--- src/rtl/dbe_pkg.sv ---
package dbe_pkg;
  localparam int IDX_UP_ERR  = 0;
  localparam int IDX_UP_OPP  = 1;
  localparam int IDX_LO_ERR  = 2;
  localparam int IDX_LO_OPP  = 3;
  localparam int IDX_BIT_ERR = 4;
  localparam int NUM_CNT     = 5;

  // expected duobinary level from a channel bit and its predecessor
  function automatic logic [1:0] sym_level(input logic cur, input logic prev);
    return {1'b0, cur} + {1'b0, prev};
  endfunction

  // ideal upper comparator output for a level
  function automatic logic hi_wanted(input logic [1:0] lvl);
    return lvl == 2'd2;
  endfunction

  // ideal lower comparator output for a level
  function automatic logic lo_wanted(input logic [1:0] lvl);
    return lvl != 2'd0;
  endfunction

  // levels that exercise each eye
  function automatic logic in_upper_eye(input logic [1:0] lvl);
    return lvl != 2'd0;
  endfunction

  function automatic logic in_lower_eye(input logic [1:0] lvl);
    return lvl != 2'd2;
  endfunction

  // de-precoded data bit from the two comparators
  function automatic logic decode_bit(input logic hi, input logic lo);
    return hi ^ lo;
  endfunction
endpackage

--- src/rtl/dbe_align.sv ---
module dbe_align #(
  parameter int W     = 4,
  parameter int DLY_W = 6
) (
  input  logic             clk,
  input  logic             rst_n,
  input  logic [DLY_W-1:0] dly,
  input  logic [W-1:0]     din,
  output logic [W-1:0]     dout
);
  localparam int DEPTH = (1 << DLY_W) - 1;

  logic [W-1:0] pipe [1:DEPTH];
  logic         primed;

  always_ff @(posedge clk or negedge rst_n) begin
    if (!rst_n) begin
      for (int k = 1; k <= DEPTH; k++) pipe[k] <= '0;
      primed <= 1'b0;
    end else begin
      pipe[1] <= din;
      for (int k = 2; k <= DEPTH; k++) pipe[k] <= pipe[k-1];
      primed <= 1'b1;
    end
  end

  always_comb begin
    dout = din;
    if (dly != '0) dout = pipe[dly];
  end

  AST_ONE_WORD_LAG: assert property (@(posedge clk) disable iff (!rst_n)
    (primed && dly == DLY_W'(1) && $past(dly) == DLY_W'(1)) |-> (dout == $past(din)));
endmodule

--- src/rtl/dbe_lane.sv ---
module dbe_lane
  import dbe_pkg::*;
(
  input  logic cur_bit,
  input  logic prev_bit,
  input  logic hi_bit,
  input  logic lo_bit,
  input  logic qual,
  output logic up_opp,
  output logic up_err,
  output logic lo_opp,
  output logic lo_err,
  output logic bit_err
);
  logic [1:0] lvl;

  always_comb begin
    lvl     = sym_level(cur_bit, prev_bit);
    up_opp  = qual && in_upper_eye(lvl);
    up_err  = up_opp && (hi_bit != hi_wanted(lvl));
    lo_opp  = qual && in_lower_eye(lvl);
    lo_err  = lo_opp && (lo_bit != lo_wanted(lvl));
    bit_err = qual && (decode_bit(hi_bit, lo_bit) != (lvl == 2'd1));
  end
endmodule

--- src/rtl/dbe_satcnt.sv ---
module dbe_satcnt #(
  parameter int CW = 48,
  parameter int IW = 3
) (
  input  logic          clk,
  input  logic          rst_n,
  input  logic          clr,
  input  logic [IW-1:0] inc,
  output logic [CW-1:0] cnt
);
  localparam logic [CW-1:0] CMAX = '1;

  logic [CW:0] sum;
  assign sum = {1'b0, cnt} + {{(CW+1-IW){1'b0}}, inc};

  always_ff @(posedge clk or negedge rst_n) begin
    if (!rst_n)      cnt <= '0;
    else if (clr)    cnt <= '0;
    else if (sum[CW]) cnt <= CMAX;
    else             cnt <= sum[CW-1:0];
  end

  AST_SAT_STICKY: assert property (@(posedge clk) disable iff (!rst_n)
    (cnt == CMAX && !clr) |=> (cnt == CMAX));
  AST_NO_WRAP: assert property (@(posedge clk) disable iff (!rst_n)
    (!clr) |=> (cnt >= $past(cnt)));
endmodule

--- src/rtl/dbe_eye_counter.sv ---
module dbe_eye_counter
  import dbe_pkg::*;
#(
  parameter int LANES  = 4,
  parameter int CNT_W  = 48,
  parameter int DLY_W  = 6,
  parameter int SKIP_W = 32
) (
  input  logic              clk,
  input  logic              rst_n,
  input  logic              clr,
  input  logic              run,
  input  logic              snap,
  input  logic [DLY_W-1:0]  align_dly,
  input  logic [SKIP_W-1:0] skip_bits,
  input  logic [LANES-1:0]  tx_bits,
  input  logic [LANES-1:0]  slc_hi,
  input  logic [LANES-1:0]  slc_lo,
  output logic [CNT_W-1:0]  up_err_cnt,
  output logic [CNT_W-1:0]  up_opp_cnt,
  output logic [CNT_W-1:0]  lo_err_cnt,
  output logic [CNT_W-1:0]  lo_opp_cnt,
  output logic [CNT_W-1:0]  bit_err_cnt
);
  localparam int IW = $clog2(LANES + 1);
  localparam int SW = SKIP_W + 1;
  localparam logic [SW-1:0] SEEN_MAX = '1;

  // aligned transmit stream and carried bit
  logic [LANES-1:0] aligned;
  logic             prev_last;

  dbe_align #(.W(LANES), .DLY_W(DLY_W)) u_align (
    .clk  (clk),
    .rst_n(rst_n),
    .dly  (align_dly),
    .din  (tx_bits),
    .dout (aligned)
  );

  always_ff @(posedge clk or negedge rst_n) begin
    if (!rst_n) prev_last <= 1'b0;
    else        prev_last <= aligned[LANES-1];
  end

  // bit numbering for the skip window
  logic [SW-1:0] seen;
  logic [SW:0]   seen_add;
  assign seen_add = {1'b0, seen} + (SW+1)'(LANES);

  always_ff @(posedge clk or negedge rst_n) begin
    if (!rst_n)         seen <= '0;
    else if (clr)       seen <= '0;
    else if (run)       seen <= seen_add[SW] ? SEEN_MAX : seen_add[SW-1:0];
  end

  // per-lane classification
  logic [LANES-1:0] qual, prev_vec;
  logic [LANES-1:0] l_uo, l_ue, l_lo, l_le, l_be;

  generate
    for (genvar i = 0; i < LANES; i++) begin : g_lane
      if (i == 0) begin : g_first
        assign prev_vec[i] = prev_last;
      end else begin : g_rest
        assign prev_vec[i] = aligned[i-1];
      end
      assign qual[i] = run && !clr &&
                       (({1'b0, seen} + (SW+1)'(i)) >= {2'b0, skip_bits});
      dbe_lane u_lane (
        .cur_bit (aligned[i]),
        .prev_bit(prev_vec[i]),
        .hi_bit  (slc_hi[i]),
        .lo_bit  (slc_lo[i]),
        .qual    (qual[i]),
        .up_opp  (l_uo[i]),
        .up_err  (l_ue[i]),
        .lo_opp  (l_lo[i]),
        .lo_err  (l_le[i]),
        .bit_err (l_be[i])
      );
    end
  endgenerate

  // per-word increments, named for the checks below
  logic [IW-1:0] n_uo, n_ue, n_lo, n_le, n_be;
  always_comb begin
    n_uo = '0; n_ue = '0; n_lo = '0; n_le = '0; n_be = '0;
    for (int i = 0; i < LANES; i++) begin
      n_uo = n_uo + IW'(l_uo[i]);
      n_ue = n_ue + IW'(l_ue[i]);
      n_lo = n_lo + IW'(l_lo[i]);
      n_le = n_le + IW'(l_le[i]);
      n_be = n_be + IW'(l_be[i]);
    end
  end

  logic [NUM_CNT-1:0][IW-1:0]    incs;
  logic [NUM_CNT-1:0][CNT_W-1:0] live;
  logic [NUM_CNT-1:0][CNT_W-1:0] held;

  always_comb begin
    incs[IDX_UP_ERR]  = n_ue;
    incs[IDX_UP_OPP]  = n_uo;
    incs[IDX_LO_ERR]  = n_le;
    incs[IDX_LO_OPP]  = n_lo;
    incs[IDX_BIT_ERR] = n_be;
  end

  generate
    for (genvar k = 0; k < NUM_CNT; k++) begin : g_cnt
      dbe_satcnt #(.CW(CNT_W), .IW(IW)) u_cnt (
        .clk  (clk),
        .rst_n(rst_n),
        .clr  (clr),
        .inc  (incs[k]),
        .cnt  (live[k])
      );
    end
  endgenerate

  always_ff @(posedge clk or negedge rst_n) begin
    if (!rst_n)    held <= '0;
    else if (snap) held <= live;
  end

  assign up_err_cnt  = held[IDX_UP_ERR];
  assign up_opp_cnt  = held[IDX_UP_OPP];
  assign lo_err_cnt  = held[IDX_LO_ERR];
  assign lo_opp_cnt  = held[IDX_LO_OPP];
  assign bit_err_cnt = held[IDX_BIT_ERR];

  AST_ERR_WITHIN_OPP: assert property (@(posedge clk) disable iff (!rst_n)
    (n_ue <= n_uo) && (n_le <= n_lo));
  AST_SKIP_WINDOW: assert property (@(posedge clk) disable iff (!rst_n)
    (run && (seen_add <= {2'b0, skip_bits})) |-> (n_uo == '0 && n_lo == '0 && n_be == '0));
  AST_IDLE_FROZEN: assert property (@(posedge clk) disable iff (!rst_n)
    (!run && !clr) |=> ($stable(live) && $stable(seen)));
  AST_CLEAR_ZERO: assert property (@(posedge clk) disable iff (!rst_n)
    clr |=> (live == '0 && seen == '0));
  AST_SNAP_HOLD: assert property (@(posedge clk) disable iff (!rst_n)
    (!snap) |=> $stable(held));
  AST_SNAP_TAKE: assert property (@(posedge clk) disable iff (!rst_n)
    snap |=> (held == $past(live)));
endmodule

--- config.mk ---
export PLATFORM = sky130hd
export DESIGN_NAME = dbe_eye_counter
export DESIGN_NICKNAME = d
export VERILOG_FILES = /design/src/rtl/dbe_pkg.sv /design/src/rtl/dbe_align.sv /design/src/rtl/dbe_lane.sv /design/src/rtl/dbe_satcnt.sv /design/src/rtl/dbe_eye_counter.sv
export SDC_FILE = /design/constraint.sdc
export NUM_CORES = 1
export LEC_CHECK = 0
export BUFFER_PORTS_ARGS = -buffer_cell sky130_fd_sc_hd__buf_2
export CAP_MARGIN = 20
export CORE_ASPECT_RATIO = 0.5
export CORE_MARGIN = 5
export CORE_UTILIZATION = 35
export DETAILED_ROUTE_END_ITERATION = 10
export GPL_TIMING_DRIVEN = 1
export PLACE_DENSITY = 0.53
export SLEW_MARGIN = 20
export SYNTH_ARGS = -nofsm -noshare
export SYNTH_HDL_FRONTEND = slang
export SYNTH_SLANG_ARGS = --single-unit
--- constraint.sdc ---
create_clock -name clk -period 6.26 [get_ports clk]
set_clock_uncertainty 0.15 [all_clocks]
set_input_delay 0.626 -clock clk [delete_from_list [all_inputs] [get_ports clk]]
set_output_delay 0.626 -clock clk [all_outputs]
set_load 0.01 [all_outputs]
==> metrics.cfg <==
[status]
outcome=finished clean

[min_path]
hold_path.class=in2reg
hold_end=g_cnt[2].u_cnt.cnt[9]$_DFF_PN0_
hold_depth=2
min-delay-start=clr

[final_layout]
final_util_pct=44.03
area_growth_pct=25.15
drive_gt1_share_pct=35.84
nets=3570

[clock_network]
htree_levels=3
numCtsBuffers=73
cts.reportedPaths.clkPinSlew_ns=0.07
cts_tree=built
clk-insertion-delay-late_ns=0.66
root_buffer=clkbuf_16
cts_sinks=765
clock_path_buffers=3

[synth]
yosys.area.top_type_share_pct=54.51
synthSimpleGateAreaFrac_pct=10.64
synth.area.mux_share_pct=12.83
synth_cell_types=75
synth_nets=3043
synth-xor-area-share_pct=7.332
async_flop_share_pct=100.0
yosysSeqAreaShare_pct=54.51
synth_top_family_by_area=multiplexers
synth_compound_area_share_pct=7.186
synth_area_um2=35120
synth_area_per_cell_um2=12.26
synthCells=2865
yosys.area_share.adder_pct=4.703
yosys.area.top_type=dfrtp_1
synth_edf_count=0
synth_warnings=0
ys.flop_type=dfrtp_1
yosys-top-cells-area=dfrtp_1 (55%), mux2_2 (7.9%), mux4_2 (4.7%)
synth_seq_cells=765

[floorplanning]
core_area_um2=99830
rows=82
die_w_um=458.0
start_util_pct=35.18
num_io_pins=295
die-area_um2=107200
die_y_um=234.0

[routing]
vias=24110
ant_nets=0
via_per_inst=5.025
wirelength_um=91560
routedWlPerCell_um=19.09
drt-initial-drc-count=1412
drc=0
firstDrtPassIters=6

[timing]
finalSetupViolCount=0
tns_ns=0
hold_violations=0
slew_viol_final=0
slew_headroom_pct=31.20
fin_crit_sh_pct=98.39
rsz0062_at_grt=yes
min_period_ns=6.159
tightest_slew_ns=1.032
max_freq_mhz=162.4

[global_route]
overflow=0
grt_pass1_wl_um=141300
grt_max_degree=164
grt.total_usage_pct=16.38
antenna_found_initial=3
grt_pass1_vias=24500

[worst_setup_path]
start_kind=flip-flop
critPathKind=reg2reg
cp.arrival_ns=6.49
cp_max_fo=5
worstPathRequired_ns=6.59
rrSetupSlack_ns=0.10
rr_worst_depth=27
reg2reg_to=g_cnt[4].u_cnt.cnt[47]$_DFF_PN0_
crit_path_end_kind=flip-flop
r2r_start=seen[2]$_DFFE_PN0P_

[power_and_ir_drop]
vdd_ir_drop_max_mv=0.1837
power_density_nw_per_um2=234.2
p_leak_nw=21.02

[job]
max_cap_viol_count=0

[placement]
hpwlAfterDp_um=62330
gp_congestion=0.9127
port_buffers=294

placed cells by master (no fill, tap or decap), drive strengths merged, types with 18 or more instances in the layout:
master / Yosys / routed
nand3: 130 / 130
dfrtp: 765 / 765
clkbuf: 119 / 113
and4: 23 / 23
mux2: 246 / 246
nand4: 84 / 84
mux4: 73 / 73
ha: 108 / 108
buf: 30 / 582
nand2: 158 / 158
nor4: 25 / 25
and3: 58 / 58
and2: 18 / 18
a21oi: 253 / 253
o21ai: 52 / 52
xnor2: 119 / 119
nor2: 97 / 97
xor2: 175 / 175
nor3: 57 / 57
a21o: 30 / 30
inv: 87 / 88
clkinv: 0 / 23
state kept, by name, summed over array words and instances, names as in the netlist:
| signal | count |
|---|---|
| u_align.pipe | 252 |
| g_cnt.u_cnt.cnt | 240 |
| bit_err_cnt | 48 |
| lo_err_cnt | 48 |
| lo_opp_cnt | 48 |
| up_err_cnt | 48 |
| up_opp_cnt | 48 |
| seen | 32 |
| prev_last | 1 |
cell families after synthesis:
family	Yosys count
DFF	765
and+or+nand+nor	707
AOI/OAI and AO/OA	412
muxes	328
xor gates and xnor gates	294
buffers and inverters	236
adders and majority gates	123
metal layers:
| metal | up-vias | wire (um) | GRT usage [%] |
|---|---|---|---|
| met1 | 12280 | 40450 | 21.66 |
| met2 | 381 | 45490 | 27.72 |
| met3 | 143 | 3023 | 2.587 |
| li1 | 11300 | - | - |
| met5 | - | 7 | 0 |
| met4 | 2 | 2588 | 5.495 |
critical path, stage by stage, from the launching register on:
cell and delay [ns]:
dfrtp_1 0.41, ha_4 0.17, nand3_4 0.08, nor3_4 0.29
and3_4 0.26, nand2_4 0.06, nor3_4 0.16, xor2_1 0.19
ha_1 0.29, o2111a_1 0.30, a221oi_4 0.31, o311ai_2 0.17
a221oi_2 0.35, o21ai_1 0.12, buf_4 0.17, nand3_2 0.08
fa_1 0.43, inv_2 0.08, fa_2 0.29, buf_4 0.13
a21o_1 0.13, and4b_1 0.22, or4b_4 0.50, nor3_2 0.13
buf_4 0.16, nand4_1 0.12, mux2i_1 0.17, nor2_1 0.05
repair_timing:
| item | 4_1_cts | 5_1_grt |
|---|---|---|
| cloned | 1 | 21 |
| buffers inserted | 4 | 28 |
| setup endpoints to repair | 236 | 240 |
| pin swaps | 28 | 86 |
| hold buffers | 5 | 0 |
| gates resized for setup | 51 | 155 |
| endpoints found under the hold margin | 91 | 0 |
cells in the mapped netlist (4+ instances only):
cell      instances
dfrtp_1         765
nand4b_1          4
nor2b_1           6
nand3_1         129
inv_1            87
nor3_1           55
or2_2             7
buf_12            4
mux4_2           73
nor3b_1           7
a221oi_1          8
a211oi_1          9
nor4_2            4
mux2i_1           9
and4_1           22
xnor2_1         119
nor4_1           20
mux2_2          246
clkbuf_1        118
nand2_1         158
buf_2            17
nor2_1           97
nand4_1          83
nand3b_1          4
a21oi_1         213
or4_1             4
xor2_1          175
and3_1           57
buf_1             7
a21oi_2          39
o21ai_0          49
and2_1           18
a311oi_1          9
a21o_1           30
a31oi_1          16
o21a_1            4
fa_1             15
ha_1            108
nand2b_1         10
layout make-up:
cell class | count | area (um^2)
Antenna cell | 2 | 5.005
Clock buffer | 99 | 2044
Clock inverter | 35 | 524.3
Fill cell | 9169 | 55880
Inverter | 87 | 326.6
Multi-Input combinational cell | 1864 | 15860
Sequential cell | 765 | 19150
Tap cell | 1344 | 1682
Timing Repair Buffer | 601 | 4363
where the power goes:
| group | switching, mW | internal (mW) |
|---|---|---|
| sequential | 0.0373 | 5.01 |
| combinational | 0.334 | 0.211 |
| clock | 2.03 | 2.67 |
| total | 2.40 | 7.89 |
metrics by stage:
step / cell area [um^2] / worst slack [ns] / std cells / total power, mW / hold WS, ns
finish: 43950 / 0.1009 / 4797 / 10.29 / 0.2155
global route: 43950 / -0.1625 / 4796 / 10.72 / 0.1840
CTS: 42600 / 0.001589 / 4748 / 10.45 / 0.1557
detailed placement: 39720 / -0.3775 / 4604 / 5.682 / 0.2057
global placement: 39720 / -0.3069 / 4604 / 5.677 / 0.2025
floorplan: 35140 / 0.001966 / 2865 / 5.418 / 0.1804
how the worst max path moves through the flow:
stage,startpoint,cells after the start,endpoint,slack (ns)
detailed placement,seen[2]$_DFFE_PN0P_,25,g_cnt[0].u_cnt.cnt[1]$_DFF_PN0_,-0.38
finish,seen[2]$_DFFE_PN0P_,27,g_cnt[4].u_cnt.cnt[47]$_DFF_PN0_,0.10
global placement,seen[14]$_DFFE_PN0P_,24,g_cnt[0].u_cnt.cnt[1]$_DFF_PN0_,-0.31
CTS,seen[3]$_DFFE_PN0P_,30,g_cnt[4].u_cnt.cnt[44]$_DFF_PN0_,0.002
global route,seen[2]$_DFFE_PN0P_,29,g_cnt[4].u_cnt.cnt[47]$_DFF_PN0_,-0.16
floorplan,seen[2]$_DFFE_PN0P_,27,g_cnt[4].u_cnt.cnt[17]$_DFF_PN0_,0.002
(Power assumes the default switching activity.)
